### src/rtl/pfetch_pkg.sv
package pfetch_pkg;

  localparam int unsigned WORD_W = 32;
  localparam int unsigned PTR_W  = 2 * WORD_W;
  localparam int unsigned OFS_W  = 6;
  localparam int unsigned STEP_W = 3;
  localparam int unsigned SEL_W  = 2;

  localparam logic [SEL_W-1:0] SEL_BASE_LO = 2'd0;
  localparam logic [SEL_W-1:0] SEL_BASE_HI = 2'd1;
  localparam logic [SEL_W-1:0] SEL_TRIGGER = 2'd2;

  typedef enum logic [2:0] {
    ST_IDLE,
    ST_FETCH,
    ST_CHECK,
    ST_WAIT,
    ST_WBACK
  } fsmState_t;

  typedef enum logic [2:0] {
    FLD_CH_LO,
    FLD_CH_HI,
    FLD_SIZE,
    FLD_AD_LO,
    FLD_AD_HI,
    FLD_CMD
  } fieldSel_t;

  typedef struct packed {
    logic             latchBase;
    logic             capture;
    fieldSel_t        field;
    logic [OFS_W-1:0] offset;
    logic             loadStatus;
    logic             forceErr;
  } ctrlStrobe_t;

  function automatic logic [STEP_W-1:0] lastStep(input logic wide);
    return wide ? 3'd5 : 3'd3;
  endfunction

  function automatic fieldSel_t stepField(input logic wide, input logic [STEP_W-1:0] step);
    fieldSel_t f;
    if (!wide) begin
      case (step)
        3'd0:    f = FLD_CH_LO;
        3'd1:    f = FLD_SIZE;
        3'd2:    f = FLD_AD_LO;
        default: f = FLD_CMD;
      endcase
    end else begin
      case (step)
        3'd0:    f = FLD_CH_LO;
        3'd1:    f = FLD_CH_HI;
        3'd2:    f = FLD_SIZE;
        3'd3:    f = FLD_AD_LO;
        3'd4:    f = FLD_AD_HI;
        default: f = FLD_CMD;
      endcase
    end
    return f;
  endfunction

  function automatic logic [OFS_W-1:0] stepOffset(input logic wide, input logic [STEP_W-1:0] step);
    logic [OFS_W-1:0] o;
    if (!wide) begin
      o = {1'b0, step, 2'b00};
    end else begin
      case (step)
        3'd0:    o = 6'd0;
        3'd1:    o = 6'd4;
        3'd2:    o = 6'd8;
        3'd3:    o = 6'd16;
        3'd4:    o = 6'd20;
        default: o = 6'd24;
      endcase
    end
    return o;
  endfunction

  function automatic logic [OFS_W-1:0] resultOffset(input logic wide);
    return wide ? 6'd28 : 6'd16;
  endfunction

endpackage

### src/rtl/pfetch_ctrl.sv
module pfetch_ctrl
  import pfetch_pkg::*;
(
  input  logic        clk,
  input  logic        rstN,
  input  logic        trigger,
  input  logic        wideMode,
  input  logic        memAck,
  input  logic        stsValid,
  input  logic        cmdLegal,
  output ctrlStrobe_t strobe,
  output logic        memReq,
  output logic        memWe,
  output logic        cmdValid,
  output logic        busy
);

  fsmState_t         state, nextState;
  logic [STEP_W-1:0] step, nextStep;
  logic              opWide;

  always_ff @(posedge clk or negedge rstN) begin
    if (!rstN) begin
      state  <= ST_IDLE;
      step   <= '0;
      opWide <= 1'b0;
    end else begin
      state <= nextState;
      step  <= nextStep;
      if (state == ST_IDLE && trigger) begin
        opWide <= wideMode;
      end
    end
  end

  always_comb begin
    strobe            = '0;
    strobe.field      = stepField(opWide, step);
    strobe.offset     = stepOffset(opWide, step);
    memReq            = 1'b0;
    memWe             = 1'b0;
    cmdValid          = 1'b0;
    nextState         = state;
    nextStep          = step;
    case (state)
      ST_IDLE: begin
        if (trigger) begin
          strobe.latchBase = 1'b1;
          nextState        = ST_FETCH;
          nextStep         = '0;
        end
      end
      ST_FETCH: begin
        memReq = 1'b1;
        if (memAck) begin
          strobe.capture = 1'b1;
          if (step == lastStep(opWide)) begin
            nextState = ST_CHECK;
          end else begin
            nextStep = step + 3'd1;
          end
        end
      end
      ST_CHECK: begin
        if (cmdLegal) begin
          cmdValid  = 1'b1;
          nextState = ST_WAIT;
        end else begin
          strobe.forceErr = 1'b1;
          nextState       = ST_WBACK;
        end
      end
      ST_WAIT: begin
        if (stsValid) begin
          strobe.loadStatus = 1'b1;
          nextState         = ST_WBACK;
        end
      end
      ST_WBACK: begin
        memReq        = 1'b1;
        memWe         = 1'b1;
        strobe.offset = resultOffset(opWide);
        if (memAck) begin
          nextState = ST_IDLE;
        end
      end
      default: nextState = ST_IDLE;
    endcase
  end

  assign busy = (state != ST_IDLE);

endmodule

### src/rtl/pfetch_dpath.sv
module pfetch_dpath
  import pfetch_pkg::*;
#(
  parameter logic [WORD_W-1:0] WR_CODE  = 32'd4,
  parameter logic [WORD_W-1:0] RD_CODE  = 32'd5,
  parameter logic [WORD_W-1:0] ERR_CODE = 32'hFFFF_FFFF
) (
  input  logic              clk,
  input  logic              rstN,
  input  logic              regWe,
  input  logic [SEL_W-1:0]  regSel,
  input  logic [WORD_W-1:0] regWdata,
  input  ctrlStrobe_t       strobe,
  input  logic [WORD_W-1:0] memRdata,
  input  logic [WORD_W-1:0] stsValue,
  output logic [PTR_W-1:0]  memAddr,
  output logic [WORD_W-1:0] memWdata,
  output logic [PTR_W-1:0]  cmdChannel,
  output logic [WORD_W-1:0] cmdSize,
  output logic [PTR_W-1:0]  cmdBufAddr,
  output logic              cmdIsRead,
  output logic              cmdLegal
);

  localparam int unsigned HALVES = PTR_W / WORD_W;

  logic [WORD_W-1:0] baseLo, baseHi;
  logic [PTR_W-1:0]  opBase;
  logic [WORD_W-1:0] chanHalf [HALVES];
  logic [WORD_W-1:0] addrHalf [HALVES];
  logic [WORD_W-1:0] sizeR, cmdR, resultR;

  // Software-visible base registers
  always_ff @(posedge clk or negedge rstN) begin
    if (!rstN) begin
      baseLo <= '0;
      baseHi <= '0;
    end else if (regWe) begin
      if (regSel == SEL_BASE_LO) baseLo <= regWdata;
      if (regSel == SEL_BASE_HI) baseHi <= regWdata;
    end
  end

  // Base snapshot taken when an operation starts
  always_ff @(posedge clk or negedge rstN) begin
    if (!rstN) begin
      opBase <= '0;
    end else if (strobe.latchBase) begin
      opBase <= {baseHi, baseLo};
    end
  end

  // Field capture; 64-bit fields are assembled half by half
  always_ff @(posedge clk or negedge rstN) begin
    if (!rstN) begin
      for (int h = 0; h < HALVES; h++) begin
        chanHalf[h] <= '0;
        addrHalf[h] <= '0;
      end
      sizeR <= '0;
      cmdR  <= '0;
    end else if (strobe.latchBase) begin
      for (int h = 0; h < HALVES; h++) begin
        chanHalf[h] <= '0;
        addrHalf[h] <= '0;
      end
      sizeR <= '0;
      cmdR  <= '0;
    end else if (strobe.capture) begin
      for (int h = 0; h < HALVES; h++) begin
        if (strobe.field == ((h == 0) ? FLD_CH_LO : FLD_CH_HI)) chanHalf[h] <= memRdata;
        if (strobe.field == ((h == 0) ? FLD_AD_LO : FLD_AD_HI)) addrHalf[h] <= memRdata;
      end
      if (strobe.field == FLD_SIZE) sizeR <= memRdata;
      if (strobe.field == FLD_CMD)  cmdR  <= memRdata;
    end
  end

  // Result word
  always_ff @(posedge clk or negedge rstN) begin
    if (!rstN) begin
      resultR <= '0;
    end else if (strobe.forceErr) begin
      resultR <= ERR_CODE;
    end else if (strobe.loadStatus) begin
      resultR <= stsValue;
    end
  end

  genvar g;
  generate
    for (g = 0; g < HALVES; g++) begin : g_half
      assign cmdChannel[g*WORD_W +: WORD_W] = chanHalf[g];
      assign cmdBufAddr[g*WORD_W +: WORD_W] = addrHalf[g];
    end
  endgenerate

  assign memAddr   = opBase + {{(PTR_W-OFS_W){1'b0}}, strobe.offset};
  assign memWdata  = resultR;
  assign cmdSize   = sizeR;
  assign cmdIsRead = (cmdR == RD_CODE);
  assign cmdLegal  = (cmdR == RD_CODE) || (cmdR == WR_CODE);

endmodule

### src/rtl/param_cmd_fetcher.sv
module param_cmd_fetcher
  import pfetch_pkg::*;
#(
  parameter logic [WORD_W-1:0] WR_CODE  = 32'd4,
  parameter logic [WORD_W-1:0] RD_CODE  = 32'd5,
  parameter logic [WORD_W-1:0] ERR_CODE = 32'hFFFF_FFFF
) (
  input  logic              clk,
  input  logic              rstN,
  input  logic              regWe,
  input  logic [SEL_W-1:0]  regSel,
  input  logic [WORD_W-1:0] regWdata,
  input  logic              wideMode,
  output logic              busy,
  output logic              memReq,
  output logic              memWe,
  output logic [PTR_W-1:0]  memAddr,
  output logic [WORD_W-1:0] memWdata,
  input  logic [WORD_W-1:0] memRdata,
  input  logic              memAck,
  output logic              cmdValid,
  output logic              cmdIsRead,
  output logic [PTR_W-1:0]  cmdChannel,
  output logic [WORD_W-1:0] cmdSize,
  output logic [PTR_W-1:0]  cmdBufAddr,
  input  logic              stsValid,
  input  logic [WORD_W-1:0] stsValue
);

  ctrlStrobe_t strobe;
  logic        cmdLegal;
  logic        trigger;

  assign trigger = regWe && (regSel == SEL_TRIGGER);

  pfetch_ctrl ctrl_i (
    .clk      (clk),
    .rstN     (rstN),
    .trigger  (trigger),
    .wideMode (wideMode),
    .memAck   (memAck),
    .stsValid (stsValid),
    .cmdLegal (cmdLegal),
    .strobe   (strobe),
    .memReq   (memReq),
    .memWe    (memWe),
    .cmdValid (cmdValid),
    .busy     (busy)
  );

  pfetch_dpath #(
    .WR_CODE  (WR_CODE),
    .RD_CODE  (RD_CODE),
    .ERR_CODE (ERR_CODE)
  ) dpath_i (
    .clk        (clk),
    .rstN       (rstN),
    .regWe      (regWe),
    .regSel     (regSel),
    .regWdata   (regWdata),
    .strobe     (strobe),
    .memRdata   (memRdata),
    .stsValue   (stsValue),
    .memAddr    (memAddr),
    .memWdata   (memWdata),
    .cmdChannel (cmdChannel),
    .cmdSize    (cmdSize),
    .cmdBufAddr (cmdBufAddr),
    .cmdIsRead  (cmdIsRead),
    .cmdLegal   (cmdLegal)
  );

endmodule

### config.mk
export PLATFORM = sky130hd
export DESIGN_NAME = param_cmd_fetcher
export DESIGN_NICKNAME = d
export VERILOG_FILES = /design/src/rtl/pfetch_pkg.sv /design/src/rtl/pfetch_ctrl.sv /design/src/rtl/pfetch_dpath.sv /design/src/rtl/param_cmd_fetcher.sv
export SDC_FILE = /design/constraint.sdc
export NUM_CORES = 1
export LEC_CHECK = 0
export BUFFER_PORTS_ARGS = -buffer_cell sky130_fd_sc_hd__buf_2
export CELL_PAD_IN_SITES_DETAIL_PLACEMENT = 1
export CELL_PAD_IN_SITES_GLOBAL_PLACEMENT = 1
export CORE_ASPECT_RATIO = 1.2
export CORE_MARGIN = 2
export CORE_UTILIZATION = 40
export DETAILED_ROUTE_END_ITERATION = 8
export PLACE_DENSITY_LB_ADDON = 0.1
export SLEW_MARGIN = 20
export SYNTH_ARGS = -nofsm -noshare
export SYNTH_HDL_FRONTEND = slang
export SYNTH_HIERARCHICAL = 1
export SYNTH_SLANG_ARGS = --single-unit
### constraint.sdc
create_clock -name clk -period 3.37 [get_ports clk]
set_input_delay 0.337 -clock clk [delete_from_list [all_inputs] [get_ports clk]]
set_output_delay 0.337 -clock clk [all_outputs]
set_load 0.05 [all_outputs]
==> reports/results.txt <==
Num CTS Buffers -> 40
Overflow after GRT -> 0
skew final -> 0.0154 ns
FF-to-FF setup slack -> 0.03 ns
initial antenna violation count -> 7
die area -> 41200 um^2
GP Congestion -> 0.844
Req. time, crit path -> 3.03 ns
Max clock buf depth -> 3
Fin Setup TNS -> -27.25 ns
number of enable flip-flop cells after synthesis -> 0
Final Core Density -> 56.4%
CTS tree -> built
sequential share of the synthesized area -> 56.7%
count of final hold-check violations -> 0
IO Count -> 365
Synth cell types -> 58
power per cell area -> 1110 nW/um^2
Die Y -> 222 um
syn avg cell area -> 10.3 um^2
Area growth syn-to-layout -> 38.6%
PortBufs -> 364
max_cap viols -> 0
cell accounting for the most synthesized area -> dfrtp_1
crit-path max FO -> 8
# rows -> 79
Fillers -> 4296
Iter 0 DRT Violations -> 642
cells after synthesis -> 1541
failing checks -> negative setup slack
clock tree sinks -> 359
IR drop worst, VDD -> 0.615 mV
Yosys warnings -> 6
# nets final -> 2073
fin crit period -> 4.10 ns
Pleak -> 10.4 nW
Fmax -> 244 MHz
Worst-path clk slew -> 0.06 ns
synthesized flop and latch total -> 359
CTS H-tree lvls -> 2
core area -> 38900 um^2
Yosys top cell area share -> 56.7%
global-route wire length before repair -> 81200 um
slack of the critical path -> -0.730 ns
Post-Syn Area -> 15800 um^2
ys async rst share -> 100%
layout cells sized above 1 -> 39.1%
Clock Root Buffer -> clkbuf_16
All-Layer GR Usage -> 25.3%
Via Count -> 13.3k
CP Data Arrival Time -> 3.76 ns
unrepaired setup endpoints after global routing -> true
Initial Util -> 40.7%
# setup viols final -> 57
ANT nets after route -> 0
worst-skew pair later-pin latency -> 0.53 ns
Worst Setup End Kind -> output port
mean routed wirelength per cell -> 21.3 um
DRC -> 0
Synth area leaders -> dfrtp_1 57%, nand2_1 9.8%, mux2_2 9.0%, a21oi_1 6.3%, xnor2_1 2.6%
number of global-route vias before repair -> 14.2k
Main synth FF type -> dfrtp_1
Vias/cell -> 5.27
Slew Viols, Final -> 0
CP startpoint kind -> flop
status -> finished with violations
Non-Filler Instances -> 2515
Tcrit/Tclk final -> 122%
die span in x -> 186 um
DP Wirelength -> 35600 um
placed insts -> 2403
worst slew pin tran -> 0.932 ns
drt pass-1 iters -> 4
Crit Path Category -> reg -> out
Relative slew margins -> 37.9%
largest net degree at the start of global routing -> 114
Hold Path Class -> in -> reg
drt total wl -> 53500 um
[synth_stat cells, types with 2 or more instances]
library cell	instances
a21o_1	3
nor4_4	2
xnor2_1	47
nor4b_1	2
mux2_2	126
or4_1	2
nor2_1	23
nand3_1	22
nor4_1	10
nor3_1	10
and2_1	7
xor2_1	16
o21ai_0	13
inv_1	14
and4b_1	2
o21a_1	2
a2111oi_0	2
buf_4	3
nand4b_1	2
nand4_1	29
or3_1	2
a211oi_1	2
and4_1	5
and3_1	18
o211ai_1	2
clkbuf_1	84
buf_1	4
dfrtp_1	359
or2_2	3
a21oi_1	199
nand2_1	415
nor2b_1	35
buf_2	8
ha_1	11
nor3_2	2
a211o_1	33
[cell families (layout without fill, tap and decap cells)]
kind of cell	after synthesis	in the layout	synth area share [%]
multiplexers	127	127	9.02
buffers and inverters	114	556	2.88
XOR/XNOR	63	63	3.48
other	1	7	0.0237
AND/OR/NAND/NOR	602	602	17.4
AO/OA/AOI/OAI	263	263	9.50
flip-flops	359	359	56.7
adder cells (fa/ha/maj)	12	12	0.995
[repair_timing]
item | CTS | global route
setup buffers | 13 | 19
endpoints found under the setup margin | 59 | 90
cloned | 1 | 2
hold buffers | 5 | 0
gates resized for setup | 126 | 77
hold endpoints to repair | 110 | 0
pin swaps | 24 | 35
[routing by layer]
layer | vias up | GRT usage, % | wire, um
li1 | 6056 | - | -
met1 | 6753 | 29.8 | 20900
met2 | 342 | 45.4 | 28100
met3 | 103 | 5.37 | 2760
met4 | 8 | 8.41 | 1750
met5 | - | 0 | 46
[worst paths after layout]
path | startpoint | to | cells after the start
worst max-delay path | ctrl_i/step[0] | memAddr[41] | 15
worst min-delay path | stsValue[14] | dpath_i/memWdata[14] | 2
worst max register to register | ctrl_i/step[0] | dpath_i/cmdSize[23] | 12
worst min register to register | dpath_i/baseLo[1] | dpath_i/opBase[1] | 1
max in group asynchronous | rstN | dpath_i/memWdata[24] | 3
min in group asynchronous | rstN | dpath_i/opBase[27] | 2
[worst max-delay path, stage by stage (launching register included)]
cell,delay (ns)
dfrtp_2,0.46
buf_6,0.14
ha_4,0.16
mux2_4,0.28
o21ai_2,0.11
o31ai_1,0.09
ha_1,0.31
o211ai_1,0.12
o21a_1,0.23
buf_6,0.13
nor3_4,0.22
buf_12,0.17
buf_8,0.13
nand4_1,0.25
xnor2_4,0.25
buf_6,0.18
[sequential cells by signal (all words and copies together), names as in the netlist]
register	cells
dpath_i/cmdChannel	64
dpath_i/opBase	64
dpath_i/memWdata	32
dpath_i/cmdSize	32
ctrl_i/opWide	1
dpath_i/baseHi	32
dpath_i/cmdR	32
dpath_i/cmdBufAddr	64
ctrl_i/state	3
ctrl_i/step	3
dpath_i/baseLo	32
[cell usage in the layout, fill, tap and decap left out, types with 14 or more instances in the layout]
master,Yosys,layout
mux2_2,126,125
nor2b_1,35,35
and3_1,18,16
buf_2,8,305
nand2_1,415,410
clkbuf_16,0,43
buf_6,1,59
a211o_1,33,33
buf_4,3,81
buf_12,0,14
dfrtp_1,359,357
xnor2_4,0,33
a21oi_1,199,198
nor2_1,23,16
nand4_1,29,29
[metrics by stage]
stage	hold slack, ns	power [mW]	setup WS [ns]	instance area (um^2)
2_1_floorplan	0.0414	15.9	-0.302	16700
3_3_place_gp	0.466	18.8	-0.150	19500
3_5_place_dp	0.486	19.1	-0.244	19500
4_1_cts	0.000245	24.1	-0.668	21400
5_1_grt	0.0146	25.6	-0.815	21900
6_report	0.0205	24.4	-0.730	22000
[layout make-up]
type	count	area [um^2]	share of cell area (%)
antenna	4	10.0	0.0456
sequential	359	8990	40.9
multi-input combinational	1070	7670	34.9
tap	526	658	3.00
clock buffer	60	1190	5.41
inverter	14	58.8	0.268
clock inverter	10	103	0.467
timing repair buffer	472	3280	15.0
[power breakdown]
| part | total, mW | switching, mW | leakage, nW | internal (mW) |
|---|---|---|---|---|
| logic | 12.7 | 8.48 | 5.17 | 4.23 |
| registers | 7.37 | 1.47 | 4.55 | 5.90 |
| clock network | 4.34 | 1.76 | 0.638 | 2.58 |
(Power assumes the default switching activity.)
